File: config.mk
export PLATFORM = sky130hd
export DESIGN_NAME = clkmeas_top
export DESIGN_NICKNAME = d
export VERILOG_FILES = /design/src/rtl/clkmeas_pkg.sv /design/src/rtl/clkmeas_edge.sv /design/src/rtl/clkmeas_chan.sv /design/src/rtl/clkmeas_regs.sv /design/src/rtl/clkmeas_top.sv
export SDC_FILE = /design/constraint.sdc
export NUM_CORES = 1
export LEC_CHECK = 0
export BUFFER_PORTS_ARGS = -buffer_cell sky130_fd_sc_hd__buf_2
export CORE_AREA = 10 10 98 100
export CTS_CLUSTER_DIAMETER = 200
export CTS_CLUSTER_SIZE = 12
export DETAILED_ROUTE_END_ITERATION = 16
export DIE_AREA = 0 0 108 110
export HOLD_SLACK_MARGIN = 0.05
export PLACE_DENSITY = 0.73
export SLEW_MARGIN = 40
export SYNTH_ARGS = -nofsm -noshare
export SYNTH_HDL_FRONTEND = slang
export SYNTH_SLANG_ARGS = --single-unit
export TNS_END_PERCENT = 5
File: constraint.sdc
create_clock -name clk_i -period 4 [get_ports clk_i]
set_input_delay 1 -clock clk_i [delete_from_list [all_inputs] [get_ports clk_i]]
set_output_delay 1 -clock clk_i [all_outputs]
set_load 0.01 [all_outputs]
File: src/rtl/clkmeas_pkg.sv
package clkmeas_pkg;
    typedef enum logic [1:0] {
        CH_OFF  = 2'd0,
        CH_SYNC = 2'd1,
        CH_RUN  = 2'd2
    } ch_state_e;

    localparam logic [3:0] MB_TRUE  = 4'b0110;
    localparam logic [3:0] MB_FALSE = 4'b1001;

    localparam int ADDR_LOCK = 0;
    localparam int ADDR_EN   = 1;
    localparam int ADDR_ERR  = 2;
    localparam int ADDR_THR0 = 3;
endpackage

File: src/rtl/clkmeas_edge.sv
module clkmeas_edge (
    input  logic clk_i,
    input  logic rst_ni,
    input  logic async_i,
    output logic rise_o
);
    logic [2:0] sh_q;

    always_ff @(posedge clk_i or negedge rst_ni) begin
        if (!rst_ni) sh_q <= '0;
        else         sh_q <= {sh_q[1:0], async_i};
    end

    assign rise_o = sh_q[1] & ~sh_q[2];
endmodule

File: src/rtl/clkmeas_chan.sv
module clkmeas_chan
    import clkmeas_pkg::*;
#(
    parameter int THR_W = 6
) (
    input  logic             clk_i,
    input  logic             rst_ni,
    input  logic             en_i,
    input  logic [THR_W-1:0] lo_i,
    input  logic [THR_W-1:0] hi_i,
    input  logic             mon_rise_i,
    input  logic             ref_rise_i,
    output logic             meas_hit_o,
    output logic             tmo_hit_o
);
    localparam logic [THR_W-1:0] CNT_MAX = '1;

    ch_state_e        state_q, state_d;
    logic [THR_W-1:0] cnt_q, tot;
    logic [1:0]       zrun_q;
    logic             eval;

    always_ff @(posedge clk_i or negedge rst_ni) begin
        if (!rst_ni) state_q <= CH_OFF;
        else         state_q <= state_d;
    end

    always_comb begin
        state_d = state_q;
        unique case (state_q)
            CH_OFF:  if (en_i) state_d = CH_SYNC;
            CH_SYNC: begin
                if (!en_i)           state_d = CH_OFF;
                else if (ref_rise_i) state_d = CH_RUN;
            end
            CH_RUN:  if (!en_i) state_d = CH_OFF;
            default: state_d = CH_OFF;
        endcase
    end

    always_comb begin
        tot        = (mon_rise_i && cnt_q != CNT_MAX) ? cnt_q + 1'b1 : cnt_q;
        eval       = (state_q == CH_RUN) && en_i && ref_rise_i;
        meas_hit_o = eval && ((tot > hi_i) || (tot < lo_i));
        tmo_hit_o  = eval && (tot == '0) && (zrun_q != 2'd0);
    end

    always_ff @(posedge clk_i or negedge rst_ni) begin
        if (!rst_ni) begin
            cnt_q  <= '0;
            zrun_q <= '0;
        end else begin
            if (ref_rise_i || state_q == CH_OFF) cnt_q <= '0;
            else                                 cnt_q <= tot;
            if (state_q != CH_RUN) begin
                zrun_q <= '0;
            end else if (eval) begin
                if (tot != '0)           zrun_q <= '0;
                else if (zrun_q != 2'd2) zrun_q <= zrun_q + 2'd1;
            end
        end
    end


    off_quiet_chk: assert property (@(posedge clk_i) disable iff (!rst_ni)
        !en_i |-> (!meas_hit_o && !tmo_hit_o));


    sync_no_eval_chk: assert property (@(posedge clk_i) disable iff (!rst_ni)
        (state_q != CH_RUN) |-> (!meas_hit_o && !tmo_hit_o));


    tmo_boundary_chk: assert property (@(posedge clk_i) disable iff (!rst_ni)
        tmo_hit_o |-> ref_rise_i);
endmodule

File: src/rtl/clkmeas_regs.sv
module clkmeas_regs
    import clkmeas_pkg::*;
#(
    parameter int NUM_CLK = 2,
    parameter int THR_W   = 6,
    parameter int RATIO   = 16,
    parameter int AW      = 3
) (
    input  logic                            clk_i,
    input  logic                            rst_ni,
    input  logic                            wr_en_i,
    input  logic [AW-1:0]                   wr_addr_i,
    input  logic [31:0]                     wr_data_i,
    input  logic [AW-1:0]                   rd_addr_i,
    output logic [31:0]                     rd_data_o,
    input  logic [NUM_CLK-1:0]              meas_hit_i,
    input  logic [NUM_CLK-1:0]              tmo_hit_i,
    output logic [NUM_CLK-1:0]              en_dec_o,
    output logic [NUM_CLK-1:0][THR_W-1:0]   lo_o,
    output logic [NUM_CLK-1:0][THR_W-1:0]   hi_o,
    output logic                            alert_o
);
    localparam int EN_W  = 4 * NUM_CLK;
    localparam int ERR_W = 2 * NUM_CLK;
    localparam logic [AW-1:0] A_LOCK = AW'(ADDR_LOCK);
    localparam logic [AW-1:0] A_EN   = AW'(ADDR_EN);
    localparam logic [AW-1:0] A_ERR  = AW'(ADDR_ERR);
    localparam logic [AW-1:0] A_THR0 = AW'(ADDR_THR0);
    localparam logic [THR_W-1:0] HI_RST = THR_W'(RATIO + 10);
    localparam logic [THR_W-1:0] LO_RST = THR_W'(RATIO - 10);

    logic                          lock_q;
    logic [EN_W-1:0]               en_q;
    logic [ERR_W-1:0]              err_q, err_clr;
    logic [NUM_CLK-1:0][THR_W-1:0] lo_q, hi_q;

    always_ff @(posedge clk_i or negedge rst_ni) begin
        if (!rst_ni) begin
            lock_q <= 1'b1;
            en_q   <= {NUM_CLK{MB_FALSE}};
            for (int i = 0; i < NUM_CLK; i++) begin
                lo_q[i] <= LO_RST;
                hi_q[i] <= HI_RST;
            end
        end else if (wr_en_i) begin
            if (wr_addr_i == A_LOCK && !wr_data_i[0]) lock_q <= 1'b0;
            if (lock_q && wr_addr_i == A_EN) en_q <= wr_data_i[EN_W-1:0];
            for (int i = 0; i < NUM_CLK; i++) begin
                if (lock_q && wr_addr_i == A_THR0 + AW'(i)) begin
                    hi_q[i] <= wr_data_i[THR_W-1:0];
                    lo_q[i] <= wr_data_i[2*THR_W-1:THR_W];
                end
            end
        end
    end

    assign err_clr = (wr_en_i && wr_addr_i == A_ERR) ? wr_data_i[ERR_W-1:0] : '0;

    always_ff @(posedge clk_i or negedge rst_ni) begin
        if (!rst_ni) err_q <= '0;
        else         err_q <= (err_q & ~err_clr) | {tmo_hit_i, meas_hit_i};
    end

    generate
        for (genvar g = 0; g < NUM_CLK; g++) begin : g_dec
            assign en_dec_o[g] = (en_q[4*g +: 4] == MB_TRUE);
        end
    endgenerate

    assign lo_o    = lo_q;
    assign hi_o    = hi_q;
    assign alert_o = |err_q;

    always_comb begin
        rd_data_o = '0;
        if (rd_addr_i == A_LOCK)     rd_data_o[0] = lock_q;
        else if (rd_addr_i == A_EN)  rd_data_o[EN_W-1:0] = en_q;
        else if (rd_addr_i == A_ERR) rd_data_o[ERR_W-1:0] = err_q;
        else begin
            for (int i = 0; i < NUM_CLK; i++) begin
                if (rd_addr_i == A_THR0 + AW'(i))
                    rd_data_o[2*THR_W-1:0] = {lo_q[i], hi_q[i]};
            end
        end
    end


    err_sticky_chk: assert property (@(posedge clk_i) disable iff (!rst_ni)
        !(wr_en_i && wr_addr_i == A_ERR) |=> ((err_q & $past(err_q)) == $past(err_q)));


    lock_hold_chk: assert property (@(posedge clk_i) disable iff (!rst_ni)
        !lock_q |=> !lock_q);


    lock_freeze_chk: assert property (@(posedge clk_i) disable iff (!rst_ni)
        !lock_q |=> ($stable(en_q) && $stable(lo_q) && $stable(hi_q)));
endmodule

File: src/rtl/clkmeas_top.sv
module clkmeas_top
    import clkmeas_pkg::*;
#(
    parameter  int NUM_CLK = 2,
    parameter  int RATIO   = 16,
    localparam int THR_W   = $clog2(RATIO + 1) + 1,
    localparam int AW      = $clog2(ADDR_THR0 + NUM_CLK)
) (
    input  logic               clk_i,
    input  logic               rst_ni,
    input  logic [NUM_CLK-1:0] mon_clk_i,
    input  logic               ref_clk_i,
    input  logic               wr_en_i,
    input  logic [AW-1:0]      wr_addr_i,
    input  logic [31:0]        wr_data_i,
    input  logic [AW-1:0]      rd_addr_i,
    output logic [31:0]        rd_data_o,
    output logic               alert_o
);
    logic                          ref_rise;
    logic [NUM_CLK-1:0]            mon_rise, meas_hit, tmo_hit, en_dec;
    logic [NUM_CLK-1:0][THR_W-1:0] lo, hi;

    clkmeas_edge u_ref_edge (
        .clk_i  (clk_i),
        .rst_ni (rst_ni),
        .async_i(ref_clk_i),
        .rise_o (ref_rise)
    );

    generate
        for (genvar g = 0; g < NUM_CLK; g++) begin : g_ch
            clkmeas_edge u_mon_edge (
                .clk_i  (clk_i),
                .rst_ni (rst_ni),
                .async_i(mon_clk_i[g]),
                .rise_o (mon_rise[g])
            );
            clkmeas_chan #(.THR_W(THR_W)) u_chan (
                .clk_i     (clk_i),
                .rst_ni    (rst_ni),
                .en_i      (en_dec[g]),
                .lo_i      (lo[g]),
                .hi_i      (hi[g]),
                .mon_rise_i(mon_rise[g]),
                .ref_rise_i(ref_rise),
                .meas_hit_o(meas_hit[g]),
                .tmo_hit_o (tmo_hit[g])
            );
        end
    endgenerate

    clkmeas_regs #(
        .NUM_CLK(NUM_CLK),
        .THR_W  (THR_W),
        .RATIO  (RATIO),
        .AW     (AW)
    ) u_regs (
        .clk_i     (clk_i),
        .rst_ni    (rst_ni),
        .wr_en_i   (wr_en_i),
        .wr_addr_i (wr_addr_i),
        .wr_data_i (wr_data_i),
        .rd_addr_i (rd_addr_i),
        .rd_data_o (rd_data_o),
        .meas_hit_i(meas_hit),
        .tmo_hit_i (tmo_hit),
        .en_dec_o  (en_dec),
        .lo_o      (lo),
        .hi_o      (hi),
        .alert_o   (alert_o)
    );


    alert_cause_chk: assert property (@(posedge clk_i) disable iff (!rst_ni)
        $rose(alert_o) |-> $past(|{meas_hit, tmo_hit}));
endmodule

* After elaboration in Yosys (flattened, before gate mapping)
Index checks and enable logic that the tools add are counted.
** Cells by class
- $add $sub $neg :: 4
- Magnitude comparators :: 4
- Equality and inequality tests :: 26
- Muxes and demuxes :: 30
- Bitwise logic cells :: 9
- Reductions and logical operators :: 45
** Operators with widths (number)
- 2-bit 2-to-1 mux :: 15
- 12-bit 2-to-1 mux :: 2
- 6-bit 2-to-1 mux :: 4
- 1-bit logical AND :: 17
- 8-bit 2-to-1 mux :: 2
- 6-bit by 1-bit adder with 6-bit output (second input constant) :: 2
- 3-bit by 2-bit == test with 1-bit output (second input constant) :: 4
- 6-bit greater-than comparator :: 2
- 6-bit logical NOT :: 2
- 6-bit less-than comparator :: 2
- 4-bit 2-to-1 mux :: 3
- 2-bit != test (second input constant) :: 6
- 6-bit != test (second input constant) :: 2
- 2-bit case mux with 3 select lines :: 2
- 2-bit AND reduction :: 6
- 6-bit nonzero test :: 2
- 11-bit 2-to-1 mux :: 1
- 4-bit by 3-bit == test with 1-bit output (second input constant) :: 2
- 2-bit nonzero test :: 4
- 3-bit by 1-bit == test with 1-bit output (second input constant) :: 2
- 3-bit == test (second input constant) :: 2
- 3-bit logical NOT :: 2
- 3-bit != test (second input constant) :: 2
- 3-bit AND reduction :: 2
- 15 further kinds :: 28
** Word-level totals
- Register bits :: 66
- Word-level logic and storage cells :: 134

* Depth between registers and ports, before layout
- Word-level depth :: 8
- Gate-level depth with buffers :: 11
- Depth with buffers taken out :: 11

* Modules after synthesis
Synthesis repeated with hierarchy kept, for this count alone.
** Unflattened totals
- Cell total of the unflattened synthesis :: 401
- Area total of the unflattened synthesis :: 4249.1 um^2
** By module, submodules not included
- clkmeas_regs :: times used 1, cells each 150, area each 1923.1 um^2, seq. area each 944.7 um^2
- clkmeas_chan at g_ch[1].u_chan :: times used 1, cells each 120, area each 1036.0 um^2, seq. area each 250.2 um^2
- clkmeas_chan at g_ch[0].u_chan :: times used 1, cells each 119, area each 1023.5 um^2, seq. area each 250.2 um^2
- clkmeas_edge :: times used 3, cells each 4, area each 88.8 um^2, seq. area each 75.1 um^2

* Worst setup path before layout
Ideal clock, no wire load.
- Path kind :: input to output
- From :: input rd_addr_i[0]
- To :: output rd_data_o[10]
- Arrival time :: 2129 ps
- Required time :: 3000 ps
- Setup slack :: 871 ps
- Stages :: 6
- Path through :: clkbuf_1 > nor2b_1 > buf_2 > and2_1 > clkbuf_1 > a22o_1
** Between the ends
- Cells in the longest elaborated chain, start to end :: 6
** Ends and longest elaborated chain
- from (decl) :: RTL line clkmeas_top.sv:16 : input logic [AW-1:0] rd_addr_i,
- 3-bit by 2-bit == test with 1-bit output :: RTL line clkmeas_regs.sv:81 : if (rd_addr_i == A_THR0 + AW'(i))
- 12-bit 2-to-1 mux (2 in a row) :: RTL line clkmeas_regs.sv:81
- 8-bit 2-to-1 mux :: RTL line clkmeas_regs.sv:78 : else if (rd_addr_i == A_ERR) rd_data_o[ERR_W-1:0] = err_q;
- 4-bit 2-to-1 mux :: RTL line clkmeas_regs.sv:77 : else if (rd_addr_i == A_EN) rd_data_o[EN_W-1:0] = en_q;
- 11-bit 2-to-1 mux * :: RTL line clkmeas_regs.sv:76 : if (rd_addr_i == A_LOCK) rd_data_o[0] = lock_q;
- to (decl) :: RTL line clkmeas_top.sv:17 : output logic [31:0] rd_data_o,
Mark *: on every way between the ends. The rest lies on a longest branch, timed or not.

* Worst setup path in the final report
- From :: input rd_addr_i[0]
- To :: output rd_data_o[5]
** Between the ends
- Cells in the longest elaborated chain, start to end :: 6
** Ends and longest elaborated chain (RTL line)
- 3-bit by 2-bit == test with 1-bit output :: clkmeas_regs.sv:81
- 12-bit 2-to-1 mux (2 in a row) :: clkmeas_regs.sv:81
- 8-bit 2-to-1 mux :: clkmeas_regs.sv:78
- 8-bit 2-to-1 mux :: clkmeas_regs.sv:77
- 11-bit 2-to-1 mux * :: clkmeas_regs.sv:76
Marked as above.

==> results.txt <==
----------------------------------------------------
[Worst setup path]
  Largest incremental delay on the critical path ... 0.40 ns
  Dominant delay contributor by cell family on the critical path ... simple AND/OR/NAND/NOR gates
  WP buf/inv ... 2
  Arrival time at the worst endpoint ... 2.34 ns
  Path type of the worst setup path ... in2out
  Largest driver fanout on the critical path ... 8
  Kind of end point of the critical path ... output pin
  Crit path launch type ... primary input
  CP Cell Sequence ... buf_2 -> nor2b_1 -> and2_1 -> nand2_1 -> o21ai_0 -> buf_2
  CP Data Required Time ... 3.00 ns
  Library cell appearing most often on the critical path ... buf_2
  Crit-path slowest cell ... and2_1

[Synthesis]
  Primary flip-flop cell chosen by synthesis mapping ... dfrtp_1
  Largest area contributor in the netlist ... dfrtp_1
  Synthesized cell area ... 4000 um^2
  Mean Syn Cell Area ... 9.76 um^2
  Ys async rst share ... 100%
  Synth unique cells ... 64
  Top-area cell type share of the netlist area ... 31.9%
  Syn. warnings ... 0
  Synth Register Bits ... 66
  Cell types with the largest area share after synthesis ... dfrtp_1 (32%), dfstp_2 (9.8%), ha_1 (8.8%)
  Post-synth EDFFs ... 0
  Top-count cell post-synth ... dfrtp_1
  Commonest cells in the synthesized netlist ... dfrtp_1 (51), nand2_1 (41), o21ai_0 (31), inv_1 (29), ha_1 (28)
  Sequential cell area fraction in the yosys report ... 41.7%
  Cells after Synth ... 410

[STA]
  Final worst path period share ... 83.4%
  Unrepaired setup endpoints after global routing ... false
  Max Clock Skew ... 0.0155 ns
  Final total negative setup slack ... 0 ns
  Worst rel slew slack ... 47.9%
  Number of setup violations in the final report ... 0
  Hold violation total from the final report ... 0
  Number of pins exceeding their max-slew limit in the final report ... 0
  Transition at the pin with the smallest max-transition slack ... 0.773 ns
  Minimum period implied by the final worst setup slack ... 3.34 ns
  Max Fclk ... 300 MHz

[Detailed routing]
  Number of nets still failing antenna checks after routing ... 0
  Vias ... 3,137
  Initial DRC Count ... 122
  DR DRC count ... 0
  Vias/cell ... 5.66
  Initial DRT Pass Iterations ... 5
  Routed wire length ... 9330 um
  Post-detailed-route wirelength per cell ... 16.8 um

[Pwr]
  Power spent charging and discharging nets ... 0.330 mW
  Sw Share ... 24.6%
  Logic pwr share ... 7.4%
  Static leakage ... 2.12 nW
  Internal power consumption ... 1.01 mW
  Power density over the cells ... 305 nW/um^2
  Share of power burned in registers ... 50.8%
  Peak supply drop ... 159 uV
  Clock group share of total power ... 41.8%

[Layout]
  Share of cells above drive strength 1 ... 21.7%
  Layout-stage area growth over the synthesis result ... 10.2%
  Antenna diode count ... 0
  Filler cells ... 678
  Final cell area excluding filler cells ... 4410 um^2
  NumNets Final ... 519

[Clocking]
  Insertion delay of the later-clocked pin in the worst-skew pair ... 0.35 ns
  Clock-pin slew on the worst setup and hold paths ... 0.07 ns
  Cts bufs inserted ... 9
  Deepest clock path buffer count ... 2
  Clock root buffer master ... clkbuf_8
  Post-CTS Hold Buffers ... 0
  Post-CTS repair timing setup buffer count ... 0
  Total number of H-tree levels ... 3
  # clock sinks ... 66
  Number of resized instances in the post-cts repair step ... 0
  TritonCTS clock tree ... done

[Global routing]
  Global-route total usage across every layer ... 16.3%
  First-pass GRT wire length ... 15,500 um
  Number of antenna violations at the first check in global routing ... 0
  Global route overflow ... 0
  Number of global-route vias before repair ... 3,163
  Maximum number of pins on one net before global-route repair ... 41

[Floorplanning]
  Initial standard-cell utilization of the core ... 52.3%
  Area of the die ... 11,900 um^2
  Row count ... 32
  Die Span X ... 108 um
  DIE HEIGHT ... 110 um
  IO Pins ... 77
  Area inside the core boundary ... 7650 um^2

[Status]
  Run status ... finished, final reports clean

[Placed design]
  Final weighted congestion in routability-driven placement ... 0.876
  Area after detailed placement ... 4210 um^2
  Dpl hpwl ... 7210 um
  Port Buf Inserts ... 36

[Job]
  Number of maximum-capacitance constraint violations ... 0

[Worst hold path]
  Worst min-delay path class ... reg2reg

----------------------------------------------------
power by group through the flow:
| stage | sequential, mW | clock, mW | combinational (mW) |
|---|---|---|---|
| detailed placement | 0.694 | 0 | 0.0998 |
| global route | 0.683 | 0.603 | 0.112 |
| floorplan | 0.692 | 0 | 0.0633 |
| CTS | 0.682 | 0.571 | 0.100 |
| global placement | 0.694 | 0 | 0.0990 |
| finish | 0.682 | 0.562 | 0.0994 |
worst paths after layout:
kind / startpoint / end / slack, ns / depth (start not counted)
setup / recovery: rd_addr_i[0] / rd_data_o[5] / 0.66 / 6
hold / removal: g_ch[1].u_mon_edge.sh_q[0]$_DFF_PN0_ / g_ch[1].u_mon_edge.sh_q[1]$_DFF_PN0_ / 0.36 / 0
setup reg to reg: g_ch[0].u_chan.cnt_q[2]$_DFF_PN0_ / u_regs.err_q[0]$_DFF_PN0_ / 1.05 / 9
hold reg to reg: g_ch[1].u_mon_edge.sh_q[0]$_DFF_PN0_ / g_ch[1].u_mon_edge.sh_q[1]$_DFF_PN0_ / 0.36 / 0
max in group asynchronous: rst_ni / u_regs.en_q[0]$_DFFE_PN1P_ / 2.40 / 2
min in group asynchronous: rst_ni / g_ch[1].u_chan.cnt_q[2]$_DFF_PN0_ / 0.64 / 1
per-layer routing:
layer	part of all wire (%)	wire, um	track usage, %
met3	6.1	570	4.88
met4	1.4	134	4.58
met5	0	0	0
met2	49	4610	27.2
met1	43	4020	20.0
state kept, by name (all words and copies together) (netlist names):
| signal | count |
|---|---|
| g_ch.u_chan.cnt_q | 12 |
| u_regs.hi_o | 12 |
| u_regs.lo_o | 12 |
| u_regs.en_q | 8 |
| g_ch.u_mon_edge.sh_q | 6 |
| g_ch.u_chan.state_q | 4 |
| g_ch.u_chan.zrun_q | 4 |
| u_regs.err_q | 4 |
| u_ref_edge.sh_q | 3 |
| u_regs.lock_q | 1 |
area by class of cell:
| class | count | area (um^2) | share of cell area (%) |
|---|---|---|---|
| well taps | 102 | 128 | 2.90 |
| flip-flops and latches | 66 | 1670 | 37.9 |
| clock inverters | 5 | 55.1 | 1.25 |
| inverters | 29 | 109 | 2.47 |
| repair buffers | 41 | 218 | 4.94 |
| clock buffers | 11 | 141 | 3.21 |
| multi-input cells | 300 | 2090 | 47.3 |
through the flow:
step	util, %	total power, mW	hold slack [ns]	std cells	setup slack [ns]
final	57.6	1.34	0.359	554	0.662
after global routing	57.6	1.40	0.373	554	0.480
after CTS	57.6	1.35	0.362	554	0.678
after detailed placement	55.1	0.794	0.336	538	0.691
after global placement	55.1	0.793	0.334	538	0.694
after floorplan	-	0.755	0.331	429	0.871
worst reg2reg max path, delay by kind of cell (launching register included):
| family | cells | cell delay, ns |
|---|---|---|
| flip-flops | 1 | 0.49 |
| AO/OA/AOI/OAI | 5 | 1.21 |
| AND/OR/NAND/NOR | 2 | 0.39 |
| adder cells (fa/ha/maj) | 1 | 0.30 |
| multiplexers | 1 | 0.42 |
cell families (layout without fill, tap and decap cells):
group / count (synthesis) / after routing / synth area share, %
adder cells (fa/ha/maj): 28 / 28 / 8.76
AO/OA/AOI/OAI: 97 / 97 / 16.8
XOR/XNOR: 2 / 2 / 0.438
buffers and inverters: 63 / 86 / 8.00
AND/OR/NAND/NOR: 132 / 132 / 18.5
multiplexers: 21 / 21 / 5.72
flip-flops: 66 / 66 / 41.7
other: 1 / 20 / 0.0937
cells in the final DEF (no fill, tap or decap), drive strengths merged, types with 3 or more instances in the layout:
master | netlist | final
nand3b | 5 | 5
dfstp | 15 | 15
a211oi | 3 | 3
nand3 | 8 | 8
nor3 | 4 | 4
inv | 29 | 29
o21a | 6 | 6
o21ai | 33 | 33
nand4 | 7 | 7
nor3b | 3 | 3
nor2 | 17 | 17
nand2 | 41 | 41
ha | 28 | 28
a22o | 4 | 4
and2 | 3 | 3
mux2i | 6 | 6
nand2b | 6 | 6
nor2b | 16 | 16
buf | 24 | 41
mux2 | 15 | 15
dfrtp | 51 | 51
conb | 1 | 20
o221ai | 4 | 4
a21oi | 11 | 11
clkbuf | 10 | 11
o22ai | 4 | 4
and3b | 3 | 3
a31oi | 6 | 6
a22oi | 9 | 9
Note: power is estimated with default switching activity, not from simulation.
